[config.mk]
export PLATFORM = sky130hd
export DESIGN_NAME = conv2x2_strip
export DESIGN_NICKNAME = d
export VERILOG_FILES = /design/src/rtl/conv2x2_pkg.sv /design/src/rtl/conv2x2_lane.sv /design/src/rtl/conv2x2_array.sv /design/src/rtl/conv2x2_ostage.sv /design/src/rtl/conv2x2_strip.sv
export SDC_FILE = /design/constraint.sdc
export NUM_CORES = 1
export LEC_CHECK = 0
export BUFFER_PORTS_ARGS = -buffer_cell sky130_fd_sc_hd__buf_2
export CAP_MARGIN = 10
export CORE_ASPECT_RATIO = 1.2
export CORE_MARGIN = 8
export CORE_UTILIZATION = 47
export DETAILED_ROUTE_END_ITERATION = 8
export MAX_ROUTING_LAYER = met4
export PLACE_DENSITY = 0.79
export SLEW_MARGIN = 40
export SYNTH_ARGS = -nofsm -noshare
export SYNTH_HDL_FRONTEND = slang
export SYNTH_SLANG_ARGS = --single-unit
export TNS_END_PERCENT = 1
[constraint.sdc]
create_clock -name clk -period 2.1 [get_ports clk]
set_input_delay 0.21 -clock clk [delete_from_list [all_inputs] [get_ports clk]]
set_output_delay 0.21 -clock clk [all_outputs]
set_load 0.02 [all_outputs]
[src/rtl/conv2x2_pkg.sv]
package conv2x2_pkg;
  // Pixel width and pixels per row word
  localparam int unsigned PIX_W  = 8;
  localparam int unsigned LANES  = 8;
  // Derived widths
  localparam int unsigned WIN    = LANES - 1;
  localparam int unsigned WORD_W = LANES * PIX_W;
  localparam int unsigned RES_W  = WIN * PIX_W;
  // Full sum of four taps with weights 1,2,2,1 (total weight 6) fits PIX_W+3 bits
  localparam int unsigned SUM_W  = PIX_W + 3;
endpackage

[src/rtl/conv2x2_lane.sv]
module conv2x2_lane #(
  parameter int unsigned PIX_W = 8
) (
  input  logic [PIX_W-1:0] up_l,
  input  logic [PIX_W-1:0] up_r,
  input  logic [PIX_W-1:0] dn_l,
  input  logic [PIX_W-1:0] dn_r,
  output logic [PIX_W-1:0] res
);
  localparam int unsigned SUM_W = PIX_W + 3;
  localparam int unsigned PAD   = SUM_W - PIX_W;

  logic [SUM_W-1:0] w_ul, w_ur, w_dl, w_dr;
  logic [SUM_W-1:0] pair_top, pair_bot, full_sum;

  always_comb begin
    // zero-extend, weight-two taps become a one-bit left shift
    w_ul     = {{PAD{1'b0}}, up_l};
    w_ur     = {{PAD{1'b0}}, up_r} << 1;
    w_dl     = {{PAD{1'b0}}, dn_l} << 1;
    w_dr     = {{PAD{1'b0}}, dn_r};
    pair_top = w_ul + w_ur;
    pair_bot = w_dl + w_dr;
    full_sum = pair_top + pair_bot;
    // keep the low pixel-width bits (modulo 2^PIX_W)
    res      = full_sum[PIX_W-1:0];
  end
endmodule

[src/rtl/conv2x2_array.sv]
module conv2x2_array #(
  parameter int unsigned PIX_W = 8,
  parameter int unsigned LANES = 8
) (
  input  logic [LANES*PIX_W-1:0]     row_top,
  input  logic [LANES*PIX_W-1:0]     row_bot,
  output logic [(LANES-1)*PIX_W-1:0] win_res
);
  localparam int unsigned WIN = LANES - 1;

  for (genvar k = 0; k < WIN; k++) begin : g_win
    conv2x2_lane #(.PIX_W(PIX_W)) u_lane (
      .up_l (row_top[k*PIX_W     +: PIX_W]),
      .up_r (row_top[(k+1)*PIX_W +: PIX_W]),
      .dn_l (row_bot[k*PIX_W     +: PIX_W]),
      .dn_r (row_bot[(k+1)*PIX_W +: PIX_W]),
      .res  (win_res[k*PIX_W     +: PIX_W])
    );
  end
endmodule

[src/rtl/conv2x2_ostage.sv]
module conv2x2_ostage #(
  parameter int unsigned W = 56
) (
  input  logic         clk,
  input  logic         rst_n,
  input  logic         load_valid,
  output logic         load_ready,
  input  logic [W-1:0] load_data,
  output logic         out_valid,
  input  logic         out_ready,
  output logic [W-1:0] out_data
);
  logic         vld_q, vld_d;
  logic         dat_en;
  logic         take;
  logic [W-1:0] dat_q;

  // next-state logic
  always_comb begin
    load_ready = !vld_q || out_ready;
    take       = load_valid && load_ready;
    dat_en     = take;
    if (take)           vld_d = 1'b1;
    else if (out_ready) vld_d = 1'b0;
    else                vld_d = vld_q;
  end

  // control register with reset
  always_ff @(posedge clk or negedge rst_n) begin
    if (!rst_n) vld_q <= 1'b0;
    else        vld_q <= vld_d;
  end

  // data register, enable only, no reset
  always_ff @(posedge clk) begin
    if (dat_en) dat_q <= load_data;
  end

  assign out_valid = vld_q;
  assign out_data  = dat_q;

  // a stalled result stays valid and unchanged
  p_hold_r6: assert property (@(posedge clk) disable iff (!rst_n)
    (out_valid && !out_ready) |=> (out_valid && $stable(out_data)));

  // an accepted word is presented after the next edge
  p_accept_r4: assert property (@(posedge clk) disable iff (!rst_n)
    (load_valid && load_ready) |=> out_valid);

  // a taken result with nothing behind it empties the stage
  p_drain_r7: assert property (@(posedge clk) disable iff (!rst_n)
    (out_valid && out_ready && !load_valid) |=> !out_valid);
endmodule

[src/rtl/conv2x2_strip.sv]
module conv2x2_strip
  import conv2x2_pkg::*;
#(
  parameter int unsigned P_PIX_W = PIX_W,
  parameter int unsigned P_LANES = LANES
) (
  input  logic                         clk,
  input  logic                         rst_n,
  input  logic                         in_valid,
  output logic                         in_ready,
  input  logic [P_LANES*P_PIX_W-1:0]   in_row_a,
  input  logic [P_LANES*P_PIX_W-1:0]   in_row_b,
  output logic                         out_valid,
  input  logic                         out_ready,
  output logic [(P_LANES-1)*P_PIX_W-1:0] out_win
);
  localparam int unsigned OUT_W = (P_LANES - 1) * P_PIX_W;

  logic [OUT_W-1:0] win_comb;

  conv2x2_array #(.PIX_W(P_PIX_W), .LANES(P_LANES)) u_array (
    .row_top (in_row_a),
    .row_bot (in_row_b),
    .win_res (win_comb)
  );

  conv2x2_ostage #(.W(OUT_W)) u_ostage (
    .clk        (clk),
    .rst_n      (rst_n),
    .load_valid (in_valid),
    .load_ready (in_ready),
    .load_data  (win_comb),
    .out_valid  (out_valid),
    .out_ready  (out_ready),
    .out_data   (out_win)
  );

  // a word refused at the input leaves the held result untouched
  p_stall_r5: assert property (@(posedge clk) disable iff (!rst_n)
    (in_valid && !in_ready) |=> (out_valid && $stable(out_win)));
endmodule

==> flow_metrics.tcl, run 1 <==
set metrics [dict create \
    status "finished, violations left" \
    violations "setup timing" \
    power_switching_w 0.00250 \
    tightestPinTransition_ps 337 \
    min_path_type "input pin to register" \
    finalMaxSlewViolations 0 \
    cts.path.max_buffers 2 \
    worst-path-max-fanout 2 \
    relSlewSlack_pct 77.5 \
    via_count 4221 \
    powerDensity_mw_per_mm2 893 \
    rsz0062_at_grt "true" \
    grt_pass1_wl_um 23300 \
    syn_nets 723 \
    clkTransAtPathRegs_ps 50 \
    antenna_found_initial 0 \
    area_growth_pct 44.5 \
    crit_buf_inv 1 \
    dieWidth_um 115 \
    cap_violations 0 \
    cts_root_buffer "clkbuf_16" \
    gp_congestion 0.858 \
    wire_per_inst_um 15.9 \
    final_area_mm2 0.00798 \
    synth-seq-cells 57 \
    start_util_pct 48.0 \
    syn-cell-area_mm2 0.00552 \
    worstPathRequired_ps 2170 \
    fin_crit_ps 2300 \
    critPathArrivalTime_ps 2370 \
    worstSetupEndpointType "register" \
    critPathMaxStageDelay_ps 570 \
    grt_use_met2_pct 36.6 \
    max_freq_ghz 0.435 \
    path_delay_family "adder cells" \
    drc_errors 0 \
    finalHoldViolCount 0 \
    setup_viol 19 \
    syn_area_per_cell_um2 12.1 \
    core_area_mm2 0.0115 \
    combinationalPowerShare_pct 51.8 \
    p_int_w 0.00463 \
    numPortBuffers 187 \
    synthDistinctLibCells 14 \
    die_h_um 135 \
    slowest_stage "fa_1" \
    dieArea_mm2 0.0155 \
    dr.pass1.iters 4 \
    p_total_w 0.00713 \
    path_common_cell "fa_1" \
    io_pins 190 \
    track_usage_pct 20.1 \
    r2r_slack_ps 770 \
    start_kind "input pin" \
    grt-ovfl-total 0 \
    seq_area_frac_synth_pct 30.9 \
    first_iter_violations 171 \
    numCtsBuffers 9 \
    switching_share_pct 35.0 \
    irDropWorstVdd_mv 0.461 \
    dp_hpwl_um 12400 \
    ant_nets 0 \
    p_leak_nw 4.03 \
    rows 43 \
    drive_above_1_share_pct 47.2 \
    clock-sinks 57 \
    gr-usage-met1_pct 19.8 \
    netlist_instances 458 \
    grt_start_max_net_pins 57 \
    dpl_cell_area_mm2 0.00742 \
    critical_path_class "input pin to register" \
    via_per_inst 4.60 \
    cp_cell_sequence "buf_2 -> fa_1 -> fa_1 -> ha_2 -> fa_2 -> a21o_1 -> a21oi_2 -> xnor2_1" \
    first_global_vias 5005 \
    final_nets 1020 \
    drt_wl_total_um 14600 \
    setup_ws_ps -200 \
    fin_crit_sh_pct 110 \
    skew_ps 5.42 \
    htreeDepth 3 \
    busiest_layer "met2" \
    antenna_cells 0 \
    clkLatencyLatePin_ps 320 \
    met3_usage_pct 4.06 \
    yosysWarnings 0 \
    power.clock.fraction_pct 22.9 \
    cts_tree "yes" \
    seqPwrFrac_pct 25.3 \
]
==> path summary, 6_finish.rpt <==
kind,from,cells past startpoint,end
worst max-delay path,in_row_b[1],8,u_ostage.out_data[6]$_DFFE_PP_
worst min-delay path,in_valid,2,u_ostage.out_valid$_DFFE_PN0P_
worst min register to register,u_ostage.out_valid$_DFFE_PN0P_,2,u_ostage.out_valid$_DFFE_PN0P_
max in group asynchronous,rst_n,2,u_ostage.out_valid$_DFFE_PN0P_
worst max register to register,u_ostage.out_valid$_DFFE_PN0P_,3,u_ostage.out_data[55]$_DFFE_PP_
min in group asynchronous,rst_n,2,u_ostage.out_valid$_DFFE_PN0P_
==> logic make-up (layout without fill, tap and decap cells) <==
family,Yosys count,after routing,share of synthesized area (%)
xor+xnor,63,63,9.99
compound gates,56,56,6.34
buf+inv,146,448,9.92
fa+ha+maj,133,133,42.5
flops,57,57,30.9
simple gates,3,3,0.340
==> synthesized netlist by cell type <==
| library cell | count | share of area (%) |
|---|---|---|
| edfxtp_1 | 56 | 30 |
| a211oi_1 | 7 | 0.95 |
| a21o_1 | 14 | 1.9 |
| inv_1 | 146 | 9.9 |
| o21ai_0 | 7 | 0.63 |
| ha_1 | 42 | 9.5 |
| fa_1 | 91 | 33 |
| a21oi_1 | 21 | 1.9 |
| nand2b_1 | 2 | 0.23 |
| xor2_1 | 12 | 1.9 |
| and2_1 | 1 | 0.11 |
| o21bai_1 | 7 | 0.95 |
| xnor2_1 | 51 | 8.1 |
| dfrtp_1 | 1 | 0.45 |
==> sequential cells by signal (all words and copies together) (netlist names) <==
register / count
u_ostage.out_data: 56
u_ostage.out_valid: 1
==> worst reg2reg max path: cells and delay by family (launching register included) <==
kind	cells	cell delay (ps)
buf+inv	1	280
simple gates	2	290
flops	1	370
==> per-stage QoR <==
step	hold slack, ps	setup TNS, ps	utilization (%)	std cells	setup slack [ps]
floorplan	-85.6	-6140	-	458	-386
global placement	-15.0	-12980	64.4	899	-550
detailed placement	-12.7	-14860	64.4	899	-642
CTS	85.5	-2080	68.9	917	-175
global route	92.5	-3590	69.3	917	-249
finish	96.4	-2040	69.3	917	-200
==> area by class of cell <==
cell class              count  area, µm²
clock buffers              14        274
well taps                 157        196
fillers                   848       3530
inverters                 146        551
flip-flops and latches     57       1710
repair buffers            286       1700
multi-input cells         255       3490
clock inverters             2       60.1
==> power groups by stage <==
stage | Combinational, W | Clock [W] | Sequential [W]
after detailed placement | 0.00339 | 0 | 0.00182
final | 0.00369 | 0.00163 | 0.00180
after floorplan | 0.00177 | 0 | 0.00215
after CTS | 0.00362 | 0.00165 | 0.00180
after global placement | 0.00318 | 0 | 0.00182
after global routing | 0.00407 | 0.00169 | 0.00183
==> cell usage in the layout (no fill, tap or decap), types with 12 or more instances in the layout <==
cell type,Yosys,final
fa_1,91,83
xor2_1,12,12
ha_1,42,29
a21o_1,14,14
inv_1,146,130
a21oi_2,0,15
buf_2,0,186
buf_4,0,97
xnor2_1,51,51
inv_2,0,15
edfxtp_1,56,56
==> what timing repair did <==
item	4_1_cts	5_1_grt
hold endpoints to repair	1	0
setup endpoints to repair	24	27
setup buffers	1	0
hold buffers	1	0
pin swaps	31	12
resized for setup	44	15
==> layer usage <==
layer	wire length [µm]	vias to the layer above
met5	0	-
met4	569	0
met3	802	41
met2	8020	134
met1	5190	2046
li1	-	2000
(Power assumes the default switching activity.)
==> inputs of run 2 (changes only) <==
--- a/config.mk
+++ b/config.mk
@@ -5,11 +5,12 @@
 export SDC_FILE = /design/constraint.sdc
 export NUM_CORES = 1
 export LEC_CHECK = 0
+export ABC_AREA = 1
 export BUFFER_PORTS_ARGS = -buffer_cell sky130_fd_sc_hd__buf_2
 export CAP_MARGIN = 10
 export CORE_ASPECT_RATIO = 1.2
 export CORE_MARGIN = 8
-export CORE_UTILIZATION = 47
+export CORE_UTILIZATION = 48
 export DETAILED_ROUTE_END_ITERATION = 8
 export MAX_ROUTING_LAYER = met4
 export PLACE_DENSITY = 0.79
==> flow_metrics.tcl, run 2 <==
set metrics [dict create \
    relSlewSlack_pct 78.3 \
    syn_nets 935 \
    clkTransAtPathRegs_ps 50 \
    finalMaxSlewViolations 0 \
    area_growth_pct 43.0 \
    fin_crit_ps 2180 \
    htreeDepth 3 \
    final_util_pct 69.7 \
    reg2regPathDepth 2 \
    switching_share_pct 38.2 \
    setup_ws_ps -75.3 \
    combinationalPowerShare_pct 55.9 \
    syn-cell-area_mm2 0.00612 \
    track_usage_pct 21.2 \
    synth_ff_type "edfxtp_1" \
    final_nets 1222 \
    status "finished, violations left" \
    drt_wl_total_um 16800 \
    worst-path-max-fanout 2 \
    numPortBuffers 187 \
    min_path_cells 3 \
    tightestPinTransition_ps 326 \
    rsz0062_at_grt "true" \
    die_h_um 140 \
    yosysMostFrequentCell "inv_1" \
    first_global_vias 5749 \
    cts_root_buffer "clkbuf_16" \
    fillers 932 \
    seq_area_frac_synth_pct 27.9 \
    p_total_w 0.00722 \
    power.clock.fraction_pct 19.5 \
    grt_start_max_net_pins 57 \
    first_iter_violations 290 \
    multi_input_area_mm2 0.00412 \
    start_kind "input pin" \
    dieArea_mm2 0.0166 \
    netlist_instances 670 \
    layoutNonFillerInstCount 1128 \
    synth_top_area_share_pct 29.8 \
    via_count 5254 \
    via_per_inst 4.66 \
    drive_above_1_share_pct 42.9 \
    layout_common_cells "buf_2 (180), nand2_1 (166), inv_1 (141)" \
    yosys-top-cells-area "fa_1 (30%), edfxtp_1 (27%), inv_1 (11%)" \
    grt_pass1_wl_um 27300 \
    antenna_found_initial 2 \
    dp_cells 1107 \
    async_flop_share_pct 1.75 \
    r2r_end "u_ostage.out_data[48]$_DFFE_PP_" \
    clkLatencyLatePin_ps 330 \
    r2r_start "u_ostage.out_valid$_DFFE_PN0P_" \
    max_freq_ghz 0.460 \
    rows 45 \
    dp_hpwl_um 13500 \
    synth-seq-cells 57 \
    synthDistinctLibCells 18 \
    min_from "in_valid" \
    dieWidth_um 119 \
    seqCellArea_mm2 0.00171 \
    finalHoldViolCount 0 \
    start_util_pct 48.7 \
    cts_tree "yes" \
    dr.pass1.iters 4 \
    synth_edf_count 56 \
    ant_nets 0 \
    wire_per_inst_um 14.9 \
    drc_errors 0 \
    final_area_mm2 0.00875 \
    largest_register_ffs 56 \
    r2r_slack_ps 830 \
    syn_area_per_cell_um2 9.13 \
    cap_violations 0 \
    seqPwrFrac_pct 24.6 \
    gp_congestion 0.857 \
    power_switching_w 0.00276 \
    io_pins 190 \
    yosysWarnings 0 \
    worstSetupEndpointType "register" \
    fin_crit_sh_pct 104 \
    dpl_cell_area_mm2 0.00793 \
    clock-sinks 57 \
    netlist_top_cells_count "inv_1 (181), nand2_1 (172), fa_1 (91), edfxtp_1 (56), nand3_1 (45)" \
    numCtsBuffers 9 \
    p_leak_nw 4.60 \
    layout_commonest_cell "buf_2" \
    irDropWorstVdd_mv 0.535 \
    min_path_type "input pin to register" \
    setup_viol 15 \
    worst_hold_path.endpoint "u_ostage.out_valid$_DFFE_PN0P_" \
    skew_ps 4.39 \
    violations "setup timing" \
    core_area_mm2 0.0126 \
    synth_top_cell_by_area "fa_1" \
    critical_path_class "input pin to register" \
    worstPathRequired_ps 2170 \
    p_int_w 0.00446 \
    grt-ovfl-total 0 \
    powerDensity_mw_per_mm2 825 \
    cts.path.max_buffers 2 \
    critPathArrivalTime_ps 2250 \
]
==> run 2: repair_timing <==
item / CTS / global route
hold buffers: 1 / 0
resized for setup: 60 / 62
hold endpoints to repair: 1 / 0
setup buffers: 2 / 0
endpoints found under the setup margin: 25 / 28
pin swaps: 22 / 56
==> run 2: final cells by class <==
type	instances	share of cell area, %
Tap cell	164	2.35
Clock inverter	4	0.501
Multi-Input combinational cell	414	47.1
Timing Repair Buffer	276	19.1
Antenna cell	2	0.0572
Clock buffer	12	2.70
Inverter	199	8.68
Sequential cell	57	19.5
==> run 2: per-layer routing <==
| layer | routed length, µm | vias up | share of wire, % | track usage (%) |
|---|---|---|---|---|
| li1 | - | 2597 | - | - |
| met1 | 6440 | 2469 | 38 | 22.9 |
| met2 | 8850 | 162 | 53 | 37.0 |
| met3 | 1160 | 26 | 6.9 | 5.06 |
| met4 | 383 | 0 | 2.3 | 7.94 |
| met5 | 0 | - | 0 | - |
==> run 2: how the worst max path moves through the flow <==
| stage | start | to | slack, ps | cells after the start |
|---|---|---|---|---|
| global route | in_row_a[50] | u_ostage.out_data[47]$_DFFE_PP_ | -120 | 11 |
| global placement | in_row_a[10] | u_ostage.out_data[14]$_DFFE_PP_ | -480 | 10 |
| CTS | in_row_a[10] | u_ostage.out_data[14]$_DFFE_PP_ | -50 | 10 |
| detailed placement | in_row_a[10] | u_ostage.out_data[14]$_DFFE_PP_ | -550 | 10 |
| finish | in_row_a[34] | u_ostage.out_data[36]$_DFFE_PP_ | -80 | 7 |
| floorplan | in_row_a[10] | u_ostage.out_data[14]$_DFFE_PP_ | -360 | 9 |
==> run 2: logic make-up (layout without fill, tap and decap cells) <==
kind of cell,count (synthesis),after routing,synth area share [%]
AND/OR/NAND/NOR,235,235,16.3
XOR/XNOR,22,22,3.15
buffers and inverters,199,491,12.2
AO/OA/AOI/OAI,24,24,2.11
other,0,2,0
adder cells (fa/ha/maj),133,133,38.4
flip-flops,57,57,27.9
==> run 2: power by group through the flow <==
| stage | Combinational, W | Sequential (W) | Clock [W] |
|---|---|---|---|
| detailed placement | 0.00341 | 0.00179 | 0 |
| CTS | 0.00370 | 0.00177 | 0.00141 |
| floorplan | 0.00184 | 0.00210 | 0 |
| global route | 0.00448 | 0.00179 | 0.00148 |
| finish | 0.00404 | 0.00177 | 0.00141 |
| global placement | 0.00329 | 0.00179 | 0 |
==> run 2: critical path, stage by stage <==
cell,delay (ps)
buf_2,140
fa_1,550
fa_1,450
ha_4,200
fa_2,410
buf_6,130
xor2_1,150
==> run 2: stage by stage <==
| stage | setup slack, ps | setup TNS, ps | hold slack [ps] |
|---|---|---|---|
| after floorplan | -363 | -5650 | -85.6 |
| after global placement | -476 | -12110 | -14.7 |
| after detailed placement | -552 | -13300 | -13.6 |
| after CTS | -45.4 | -278 | 117 |
| after global routing | -122 | -1580 | 165 |
| final | -75.3 | -424 | 119 |
